**config.mk**
```make
export PLATFORM = sky130hd
export DESIGN_NAME = spi_fifo_pair
export DESIGN_NICKNAME = d
export VERILOG_FILES = /design/src/rtl/spi_fifo_pair_pkg.sv /design/src/rtl/sfp_queue.sv /design/src/rtl/sfp_access_ctrl.sv /design/src/rtl/spi_fifo_pair.sv
export SDC_FILE = /design/constraint.sdc
export NUM_CORES = 1
export LEC_CHECK = 0
export CAP_MARGIN = 20
export CORE_ASPECT_RATIO = 1.1
export CORE_UTILIZATION = 55
export DETAILED_ROUTE_END_ITERATION = 8
export DONT_BUFFER_PORTS = 1
export MAX_ROUTING_LAYER = met4
export PLACE_DENSITY = 0.8
export SLEW_MARGIN = 15
export SYNTH_ARGS = -nofsm -noshare
export SYNTH_HDL_FRONTEND = slang
export SYNTH_HIERARCHICAL = 1
export SYNTH_SLANG_ARGS = --single-unit
```
**constraint.sdc**
```tcl
create_clock -name clk -period 2.82 [get_ports clk]
set_input_delay 0.564 -clock clk [delete_from_list [all_inputs] [get_ports clk]]
set_output_delay 0.564 -clock clk [all_outputs]
set_load 0.005 [all_outputs]
```
**src/rtl/spi_fifo_pair_pkg.sv**
```systemverilog
package spi_fifo_pair_pkg;
  localparam int unsigned DATA_W  = 8;
  localparam int unsigned STATE_W = 3;
  localparam logic [5:0]  QADDR   = 6'h3F;
  localparam logic [STATE_W-1:0] ST_IDLE   = 3'd0;
  localparam logic [STATE_W-1:0] ST_RX_OVF = 3'd6;
  localparam logic [STATE_W-1:0] ST_TX_UNF = 3'd7;

  typedef enum logic [1:0] {
    M_HDR  = 2'd0,
    M_TXW  = 2'd1,
    M_RXR  = 2'd2,
    M_SKIP = 2'd3
  } acc_mode_t;
endpackage

```
**src/rtl/sfp_queue.sv**
```systemverilog
module sfp_queue #(
  parameter int unsigned DW    = 8,
  parameter int unsigned DEPTH = 64,
  localparam int unsigned AW   = $clog2(DEPTH),
  localparam int unsigned CW   = AW + 1
) (
  input  logic          clk,
  input  logic          rst_n,
  input  logic          flush,
  input  logic          push,
  input  logic [DW-1:0] din,
  input  logic          pop,
  output logic [DW-1:0] dout,
  output logic [CW-1:0] cnt,
  output logic          full,
  output logic          empty,
  output logic          push_drop,
  output logic          pop_miss
);
  logic [DW-1:0] mem [DEPTH];
  logic [AW-1:0] wp_q, rp_q, wp_n, rp_n;
  logic [CW-1:0] cnt_q, cnt_n;
  logic          push_ok, pop_ok;

  assign full      = (cnt_q == CW'(DEPTH));
  assign empty     = (cnt_q == '0);
  assign push_ok   = push & ~full & ~flush;
  assign pop_ok    = pop & ~empty & ~flush;
  assign push_drop = push & full & ~flush;
  assign pop_miss  = pop & empty & ~flush;
  assign cnt       = cnt_q;
  assign dout      = empty ? '0 : mem[rp_q];

  always_comb begin
    wp_n  = wp_q;
    rp_n  = rp_q;
    cnt_n = cnt_q;
    if (flush) begin
      wp_n  = '0;
      rp_n  = '0;
      cnt_n = '0;
    end else begin
      if (push_ok) wp_n = (wp_q == AW'(DEPTH-1)) ? '0 : wp_q + 1'b1;
      if (pop_ok)  rp_n = (rp_q == AW'(DEPTH-1)) ? '0 : rp_q + 1'b1;
      cnt_n = cnt_q + CW'(push_ok) - CW'(pop_ok);
    end
  end

  always_ff @(posedge clk or negedge rst_n) begin
    if (!rst_n) begin
      wp_q  <= '0;
      rp_q  <= '0;
      cnt_q <= '0;
    end else begin
      wp_q  <= wp_n;
      rp_q  <= rp_n;
      cnt_q <= cnt_n;
    end
  end

  always_ff @(posedge clk) begin
    if (push_ok) mem[wp_q] <= din;
  end
endmodule

```
**src/rtl/sfp_access_ctrl.sv**
```systemverilog
module sfp_access_ctrl
  import spi_fifo_pair_pkg::*;
(
  input  logic               clk,
  input  logic               rst_n,
  input  logic               cs_n,
  input  logic               byte_vld,
  input  logic [DATA_W-1:0]  byte_in,
  input  logic [STATE_W-1:0] radio_state,
  input  logic               flush_tx,
  input  logic               flush_rx,
  input  logic               sleep,
  output logic               spi_push,
  output logic               spi_pop,
  output logic               rd_mode,
  output logic               tx_clr,
  output logic               rx_clr
);
  acc_mode_t mode_q, mode_n;
  logic      burst_q, burst_n;
  logic      sleep_q;
  logic      st_ok, sleep_rise, take;

  assign take       = ~cs_n & byte_vld;
  assign spi_push   = take & (mode_q == M_TXW);
  assign spi_pop    = take & (mode_q == M_RXR);
  assign rd_mode    = (mode_q == M_RXR);
  assign st_ok      = (radio_state == ST_IDLE) | (radio_state == ST_RX_OVF) |
                      (radio_state == ST_TX_UNF);
  assign sleep_rise = sleep & ~sleep_q;
  assign tx_clr     = sleep_rise | (flush_tx & st_ok);
  assign rx_clr     = sleep_rise | (flush_rx & st_ok);

  always_comb begin
    mode_n  = mode_q;
    burst_n = burst_q;
    if (cs_n) begin
      mode_n = M_HDR;
    end else if (byte_vld) begin
      unique case (mode_q)
        M_HDR: begin
          if (byte_in[5:0] == QADDR) begin
            mode_n  = byte_in[7] ? M_RXR : M_TXW;
            burst_n = byte_in[6];
          end else begin
            mode_n = M_SKIP;
          end
        end
        M_TXW, M_RXR: if (!burst_q) mode_n = M_HDR;
        default:      mode_n = M_SKIP;
      endcase
    end
  end

  always_ff @(posedge clk or negedge rst_n) begin
    if (!rst_n) begin
      mode_q  <= M_HDR;
      burst_q <= 1'b0;
      sleep_q <= 1'b0;
    end else begin
      mode_q  <= mode_n;
      burst_q <= burst_n;
      sleep_q <= sleep;
    end
  end
endmodule

```
**src/rtl/spi_fifo_pair.sv**
```systemverilog
module spi_fifo_pair
  import spi_fifo_pair_pkg::*;
#(
  parameter int unsigned DEPTH = 64,
  localparam int unsigned CW   = $clog2(DEPTH) + 1
) (
  input  logic               clk,
  input  logic               rst_n,
  input  logic               cs_n,
  input  logic               byte_vld,
  input  logic [DATA_W-1:0]  byte_in,
  output logic [DATA_W-1:0]  byte_out,
  input  logic [STATE_W-1:0] radio_state,
  input  logic               flush_tx,
  input  logic               flush_rx,
  input  logic               sleep,
  input  logic               tx_pop,
  output logic [DATA_W-1:0]  tx_dout,
  output logic               tx_empty,
  input  logic               rx_push,
  input  logic [DATA_W-1:0]  rx_din,
  output logic               rx_full,
  output logic               tx_ovf,
  output logic               rx_unf
);
  logic              rst_s1_q, rst_sync_n;
  logic              spi_push, spi_pop, rd_mode, tx_clr, rx_clr;
  logic [CW-1:0]     tx_cnt, rx_cnt, tx_free;
  logic              tx_full_w, rx_empty_w;
  logic              tx_drop, rx_miss, tx_miss_unused, rx_drop_unused;
  logic [DATA_W-1:0] rx_head;
  logic              ovf_q, ovf_n, unf_q, unf_n;
  logic [3:0]        free_sat;

  always_ff @(posedge clk or negedge rst_n) begin
    if (!rst_n) begin
      rst_s1_q   <= 1'b0;
      rst_sync_n <= 1'b0;
    end else begin
      rst_s1_q   <= 1'b1;
      rst_sync_n <= rst_s1_q;
    end
  end

  sfp_access_ctrl u_ctrl (
    .clk(clk), .rst_n(rst_sync_n), .cs_n(cs_n), .byte_vld(byte_vld),
    .byte_in(byte_in), .radio_state(radio_state), .flush_tx(flush_tx),
    .flush_rx(flush_rx), .sleep(sleep), .spi_push(spi_push),
    .spi_pop(spi_pop), .rd_mode(rd_mode), .tx_clr(tx_clr), .rx_clr(rx_clr)
  );

  sfp_queue #(.DW(DATA_W), .DEPTH(DEPTH)) u_txq (
    .clk(clk), .rst_n(rst_sync_n), .flush(tx_clr), .push(spi_push),
    .din(byte_in), .pop(tx_pop), .dout(tx_dout), .cnt(tx_cnt),
    .full(tx_full_w), .empty(tx_empty), .push_drop(tx_drop),
    .pop_miss(tx_miss_unused)
  );

  sfp_queue #(.DW(DATA_W), .DEPTH(DEPTH)) u_rxq (
    .clk(clk), .rst_n(rst_sync_n), .flush(rx_clr), .push(rx_push),
    .din(rx_din), .pop(spi_pop), .dout(rx_head), .cnt(rx_cnt),
    .full(rx_full), .empty(rx_empty_w), .push_drop(rx_drop_unused),
    .pop_miss(rx_miss)
  );

  assign tx_free  = CW'(DEPTH) - tx_cnt;
  assign free_sat = (tx_free > CW'(15)) ? 4'hF : tx_free[3:0];
  assign byte_out = rd_mode ? rx_head : {1'b0, radio_state, free_sat};
  assign tx_ovf   = ovf_q;
  assign rx_unf   = unf_q;

  always_comb begin
    ovf_n = tx_clr ? 1'b0 : (ovf_q | tx_drop);
    unf_n = rx_clr ? 1'b0 : (unf_q | rx_miss);
  end

  always_ff @(posedge clk or negedge rst_sync_n) begin
    if (!rst_sync_n) begin
      ovf_q <= 1'b0;
      unf_q <= 1'b0;
    end else begin
      ovf_q <= ovf_n;
      unf_q <= unf_n;
    end
  end
endmodule

```
# ---- Word-level counts from Yosys, hierarchy flattened
# Memories as Yosys holds them, arrays and structs flattened.
# Cells that the tools add are included.
dict set report op_classes {
  addsub 9
  n_lt_le_gt_ge 1
  eq_ne 12
  mux 30
  bitwise 32
  reduce_logical 12
}
# operator count
set op_table {}
lappend op_table {{6-bit 2-to-1 mux} 12}
lappend op_table {{6-bit equality test (second input constant)} 5}
lappend op_table {{6-bit by 1-bit adder with 6-bit output (second input constant)} 4}
lappend op_table {{8-bit 2-to-1 mux} 3}
lappend op_table {{1-bit bitwise AND} 18}
lappend op_table {{7-bit by 1-bit adder with 7-bit output} 2}
lappend op_table {{7-bit equality test (second input constant)} 2}
lappend op_table {{7-bit zero test} 2}
lappend op_table {{7-bit 2-to-1 mux} 2}
lappend op_table {{7-bit by 1-bit subtractor with 7-bit output} 2}
lappend op_table {{2-bit 2-to-1 mux} 5}
lappend op_table {{2-bit nonzero test} 5}
lappend op_table {{1-bit inverter} 8}
lappend op_table {{7-bit by 4-bit greater-than comparator with 1-bit output (second input constant)} 1}
lappend op_table {{7-bit subtractor (first input constant)} 1}
lappend op_table {{3-bit equality test (second input constant)} 2}
lappend op_table {{1-bit 2-to-1 mux} 6}
lappend op_table {{1-bit OR} 6}
lappend op_table {{4-bit 2-to-1 mux} 1}
lappend op_table {{2-bit case mux with 2 select lines} 1}
lappend op_table {{4-bit AND reduction} 1}
lappend op_table {{3-bit zero test} 1}
lappend op_table {{3-bit != test (second input constant)} 1}
lappend op_table {{2-bit by 1-bit equality test with 1-bit output (second input constant)} 1}
lappend op_table {{4 further kinds} 4}
dict set report word_totals {
  reg_bits 46
  mem_bits_rw 1024
  output_inout_bits 20
  memories 2
}
# name depth width read_ports rd_clocked_by_memory_dff write_ports line_no
set mem_list {}
lappend mem_list {u_rxq.mem 64 8 1 0 1 sfp_queue.sv:20} ;# logic [DW-1:0] mem [DEPTH];
lappend mem_list {u_txq.mem 64 8 1 0 1 sfp_queue.sv:20}

# ---- Depth between registers and ports, before layout
dict set report depth {
  word_depth 10
  ltp_mapped 17
  mapped_depth_nobuf 17
}

# ---- By module
# Netlist, hierarchy kept.
# mod n_inst cells_per_inst area_each_um2 seq_area_each_um2
set modules_own_cells {}
lappend modules_own_cells {sfp_queue 2 1035 21104.0 15850.2}
lappend modules_own_cells {spi_fifo_pair 1 34 314.1 100.1}
lappend modules_own_cells {sfp_access_ctrl 1 34 297.8 100.1}

# ---- Worst setup path before layout
# No wires, ideal clock.
dict set report synth_timing {
  path_type {input to register}
  from {input port radio_state[1]}
  to {register u_txq.cnt_q[6] (netlist: u_txq/cnt[6])}
  setup_ps 136
  t_arrival_ps 3332
  t_required_ps 2684
  setup_slack_ps -648
  cell_stages 17
  path_buffers 2
  cell_sequence {nor3_1 > a21oi_1 > o21ai_1 > clkbuf_1 > clkbuf_1 > nor2_1 > ha_1 > inv_1 > ha_1 > inv_1 > fa_1 > nand2b_1 > a21oi_1 > o21ai_0 > a21oi_1 > or3_1 > a21oi_1}
}
dict set report synth_via {
  elab_chain_len 10
  elab_cells_between_ends 13
  cone_classes {add/sub (2); eq/ne (2); mux (1); bitwise (7); reduce/logical (1)}
}
# element line_no
set synth_lines {}
lappend synth_lines {{start: declaration} spi_fifo_pair.sv:13} ;# input logic [STATE_W-1:0] radio_state,
lappend synth_lines {{3-bit equality test / 3-bit zero test (equally long branches)} sfp_access_ctrl.sv:28} ;# assign st_ok = (radio_state == ST_IDLE) | (radio_state == ST_RX_OVF) |
lappend synth_lines {{1-bit OR} sfp_access_ctrl.sv:28}
lappend synth_lines {{1-bit OR (*)} sfp_access_ctrl.sv:28}
lappend synth_lines {{1-bit bitwise AND (*)} sfp_access_ctrl.sv:31} ;# assign tx_clr = sleep_rise | (flush_tx & st_ok);
lappend synth_lines {{1-bit OR (*)} sfp_access_ctrl.sv:31}
lappend synth_lines {{net tx_clr} spi_fifo_pair.sv:27} ;# logic spi_push, spi_pop, rd_mode, tx_clr, rx_clr;
lappend synth_lines {{1-bit inverter} {sfp_queue.sv:27, sfp_queue.sv:28}}
lappend synth_lines {{1-bit bitwise AND} sfp_queue.sv:27} ;# assign push_ok = push & ~full & ~flush;
lappend synth_lines {{7-bit by 1-bit adder with 7-bit output} sfp_queue.sv:45} ;# cnt_n = cnt_q + CW'(push_ok) - CW'(pop_ok);
lappend synth_lines {{7-bit by 1-bit subtractor with 7-bit output} sfp_queue.sv:45}
lappend synth_lines {{7-bit 2-to-1 mux (*)} sfp_queue.sv:38} ;# if (flush) begin
lappend synth_lines {{net u_txq.cnt_n[6]} sfp_queue.sv:22} ;# logic [CW-1:0] cnt_q, cnt_n;
lappend synth_lines {{end signal: assignment} sfp_queue.sv:57} ;# cnt_q <= cnt_n;
lappend synth_lines {{end: declaration} sfp_queue.sv:22}
# The timed path passes the listed nets; every way through them passes the cells marked *.
# A chain may end at the register's enable or synchronous reset.

# ---- Worst setup path in the final report
dict set report layout_timing {
  from {register u_rxq.rp_q[0]}
  to {output port byte_out[6]}
}
dict set report layout_via {
  elab_chain_len 3
}
# element line_no
set layout_lines {}
lappend layout_lines {{start: declaration} sfp_queue.sv:21} ;# logic [AW-1:0] wp_q, rp_q, wp_n, rp_n;
lappend layout_lines {{start signal: assignment} sfp_queue.sv:56} ;# rp_q <= rp_n;
lappend layout_lines {{memory read 64 x 8 bit} n/a}
lappend layout_lines {{8-bit 2-to-1 mux} sfp_queue.sv:32} ;# assign dout = empty ? '0 : mem[rp_q];
lappend layout_lines {{net rx_head[6]} spi_fifo_pair.sv:31} ;# logic [DATA_W-1:0] rx_head;
lappend layout_lines {{8-bit 2-to-1 mux} spi_fifo_pair.sv:68} ;# assign byte_out = rd_mode ? rx_head : {1'b0, radio_state, free_sat};
lappend layout_lines {{end: declaration} spi_fifo_pair.sv:12} ;# output logic [DATA_W-1:0] byte_out,
# The timed path passes the listed nets, and every way through them passes these cells.

==> metrics list <==
- Outcome: finished, violations left
- Failing checks: negative setup slack
* Worst Tran Pin Value: 1.26 ns
* Root Buffer Master: sky130_fd_sc_hd__clkbuf_16
* DRC violation count after routing: 0
- Hold is met by 0.0124 ns.
- Placement-stage worst setup slack: -0.350 ns
- The first global-routing pass estimated 162000 µm of wire.
- The number of antenna violations at the first check in global routing came to 3.
* Max VDD drop: 0.765 mV
* Setup_tns: -9.79 ns
- Once placement finished, the instance area stood at 46200 µm².
- The number of nets handed over by synthesis was 2192.
* CTS sink cnt: 1070
* Area added between synthesis and finish: 20.9%
- Effective utilization at floorplan: 55.9%
- Setup crit end kind: primary output
- Category of the most critical setup path: flop to primary output
- First-pass iteration count of the detailed router: 6
- The top cell types in the final layout, fill and taps aside, are sky130_fd_sc_hd__edfxtp_1 (1024), sky130_fd_sc_hd__buf_4 (305), sky130_fd_sc_hd__mux4_2 (256).
- Pin count of the biggest net entering global routing: 65
- After floorplanning, the core was sized to cover 76500 µm².
- Once detail routing completed, the nets flagged for antenna violations numbered 0.
* Max Clock Skew: 0.0295 ns
- From bottom edge to top edge, the die measures 295 µm.
- Setup repair after global routing could not meet its margin everywhere.
* Clock edge transition at the registers on the reported setup and hold paths: 0.07 ns
* Boundary Pins: 48
- Most common library cell in the layout ignoring fill and taps: sky130_fd_sc_hd__edfxtp_1
- Number of instances in the synthesized netlist: 2136
- Gpl congestion: 0.921
- Met3 track demand over resource: 6.35%
- The die covers 78900 µm².
- Critical path launch point type: flop
- The count of final max-slew check failures was 0.
- Met2 demand-to-capacity share in global routing: 48.1%
- Of the total power, the share spent switching nets is 25.5%.
- HPWL after detailed placement: 60600 µm
- Subtracting the final worst setup slack from the clock period gives 3.62 ns.
* Final period utilization: 128%
- Insertion delay to the later sink of the worst-skew pair: 0.67 ns
* Count of placed standard cells in the final layout, fillers left out: 3671
- Avg Cell Area, Syn: 20.0 µm²
- Arr. time, crit path: 3.05 ns
- After the first detailed-routing iteration, the DRC count stood at 3670.
* Sequence of cells on the critical path: buf_12 > buf_4 > buf_16 > mux4_2 > mux2i_4 > a22oi_1 > nand3_1 > o31ai_2 > mux2_4
- In this design, the stage delay of the slowest critical-path cell is 0.51 ns.
- Total global routing track utilization: 29.7%
* Most congested layer reported by global routing: met2
- The count of final hold-check violations was 0.
- In the final routed layout, each cell accounts on average for 31.9 µm.
* Fraction of met1 tracks used by global routing: 35.2%
* Fin nets: 2610
- Summed over all layers, the routed wires come to 117000 µm.
- Final design instance area without fill: 51800 µm²
* Count of maximum capacitance violations: 0
- Combinational logic is responsible for 19.2% of the overall power.
- For this run, the number of Yosys warnings is 6.
- For this design the ratio of total power to cell area is 754 nW/µm².
- Achievable frequency: 276 MHz
- Buffers inserted during clock tree synthesis total 102.
- The clock network burns 35.3% of the power.
* Clock tree from TritonCTS: done
- Cell count after placement: 3372
- Grouping stages by cell kind, the critical path spends the most delay in multiplexers.
- Cell with the largest stage delay on the worst path: sky130_fd_sc_hd__dfrtp_4
* Type of the worst min-delay path: input pin to flop
* Internal power summed over all cells: 29.1 mW
* Largest fanout of any net on the critical path: 5
* Longest Clk Path Bufs: 3
* Post-Syn Area: 42800 µm²
- Depth of the CTS H-tree: 3
* Vias in the first global route: 24308
* Worst EP required: 2.26 ns
- Once routing completed, OpenROAD measured the worst setup slack at -0.798 ns.
- Port bufs: 0
- The final route contains 24218 vias.
- Finish-stage setup viols: 18
- After global routing the overflow that remains totals 0.
* Sequential group share of total power: 45.6%
- In this run the tightest slew margin relative to its limit is 15.9%.
- The floorplan has 106 rows.
* Critical path buffers and inverters: 3
- Net switching power of the design: 9.97 mW
- Dividing the detail-routed via count by the number of cells gives 6.60.
- The floorplan step set the die width to 268 µm.
* Number of fill cells in the layout: 4451
* Layout cells sized above 1: 36.3%
* Static leakage: 16.8 nW
==> routing by layer <==
layer	up-vias	wire [µm]	share of wire, %
li1	9558	-	-
met2	1908	57500	49
met3	498	13100	11
met5	-	0	0
met1	12254	38100	33
met4	0	8500	7.3
==> flip-flops by register name (all words and copies together), names as in the netlist, 2 cells and up <==
signal         flops
u_txq/wp_q         6
u_rxq/rp_q         6
u_rxq/cnt          7
u_txq/rp_q         6
u_txq/cnt          7
u_txq/mem        512
u_ctrl/mode_q      2
u_rxq/wp_q         6
u_rxq/mem        512
==> repair_timing <==
| item | CTS | global route |
|---|---|---|
| setup endpoints to repair | 22 | 22 |
| buffers inserted | 30 | 23 |
| pin swaps | 42 | 41 |
| gates resized for setup | 128 | 83 |
| gates cloned | 9 | 2 |
| hold buffers | 32 | 14 |
| hold endpoints to repair | 560 | 33 |
==> per-stage QoR <==
| step | power, mW | utilization (%) |
|---|---|---|
| detailed placement | 23.5 | 60.4 |
| floorplan | 21.8 | - |
| finish | 39.0 | 67.6 |
| CTS | 38.1 | 66.7 |
| global placement | 23.3 | 60.4 |
| global route | 39.9 | 67.6 |
==> path summary, 6_finish.rpt <==
kind                                      startpoint  cells past startpoint  slack [ns]                         end
min                                       byte_in[2]                      0        0.01  u_txq/mem[52][2]$_DFFE_PP_
max                        u_rxq/rp_q[0]$_DFFE_PN0P_                      9       -0.80                 byte_out[6]
max in group asynchronous       rst_sync_n$_DFF_PN0_                      0        1.95   u_txq/rp_q[0]$_DFFE_PN0P_
max reg2reg                   u_txq/cnt[5]$_DFF_PN0_                     17       -0.22      u_txq/cnt[6]$_DFF_PN0_
min in group asynchronous                      rst_n                      1        0.14        rst_sync_n$_DFF_PN0_
min reg2reg                       rst_s1_q$_DFF_PN0_                      0        0.34        rst_sync_n$_DFF_PN0_
==> power by group through the flow <==
| stage | Sequential (mW) | Clock [mW] | Combinational, mW |
|---|---|---|---|
| after floorplan | 18.1 | 0 | 3.70 |
| after global routing | 17.8 | 14.4 | 7.74 |
| after detailed placement | 18.1 | 0 | 5.39 |
| after CTS | 17.8 | 13.7 | 6.63 |
| final | 17.8 | 13.8 | 7.48 |
| after global placement | 18.1 | 0 | 5.22 |
==> cell type report <==
| type | instances | area, µm² | area share, % |
|---|---|---|---|
| Clock inverter | 69 | 681 | 1.32 |
| Antenna cell | 4 | 10.0 | 0.0193 |
| Clock buffer | 122 | 2660 | 5.13 |
| Multi-Input combinational cell | 925 | 10900 | 21.1 |
| Inverter | 35 | 131 | 0.254 |
| Timing Repair Buffer | 420 | 4170 | 8.05 |
| Tap cell | 1026 | 1280 | 2.48 |
| Sequential cell | 1070 | 31900 | 61.7 |
Note: power is estimated with default switching activity, not from simulation.
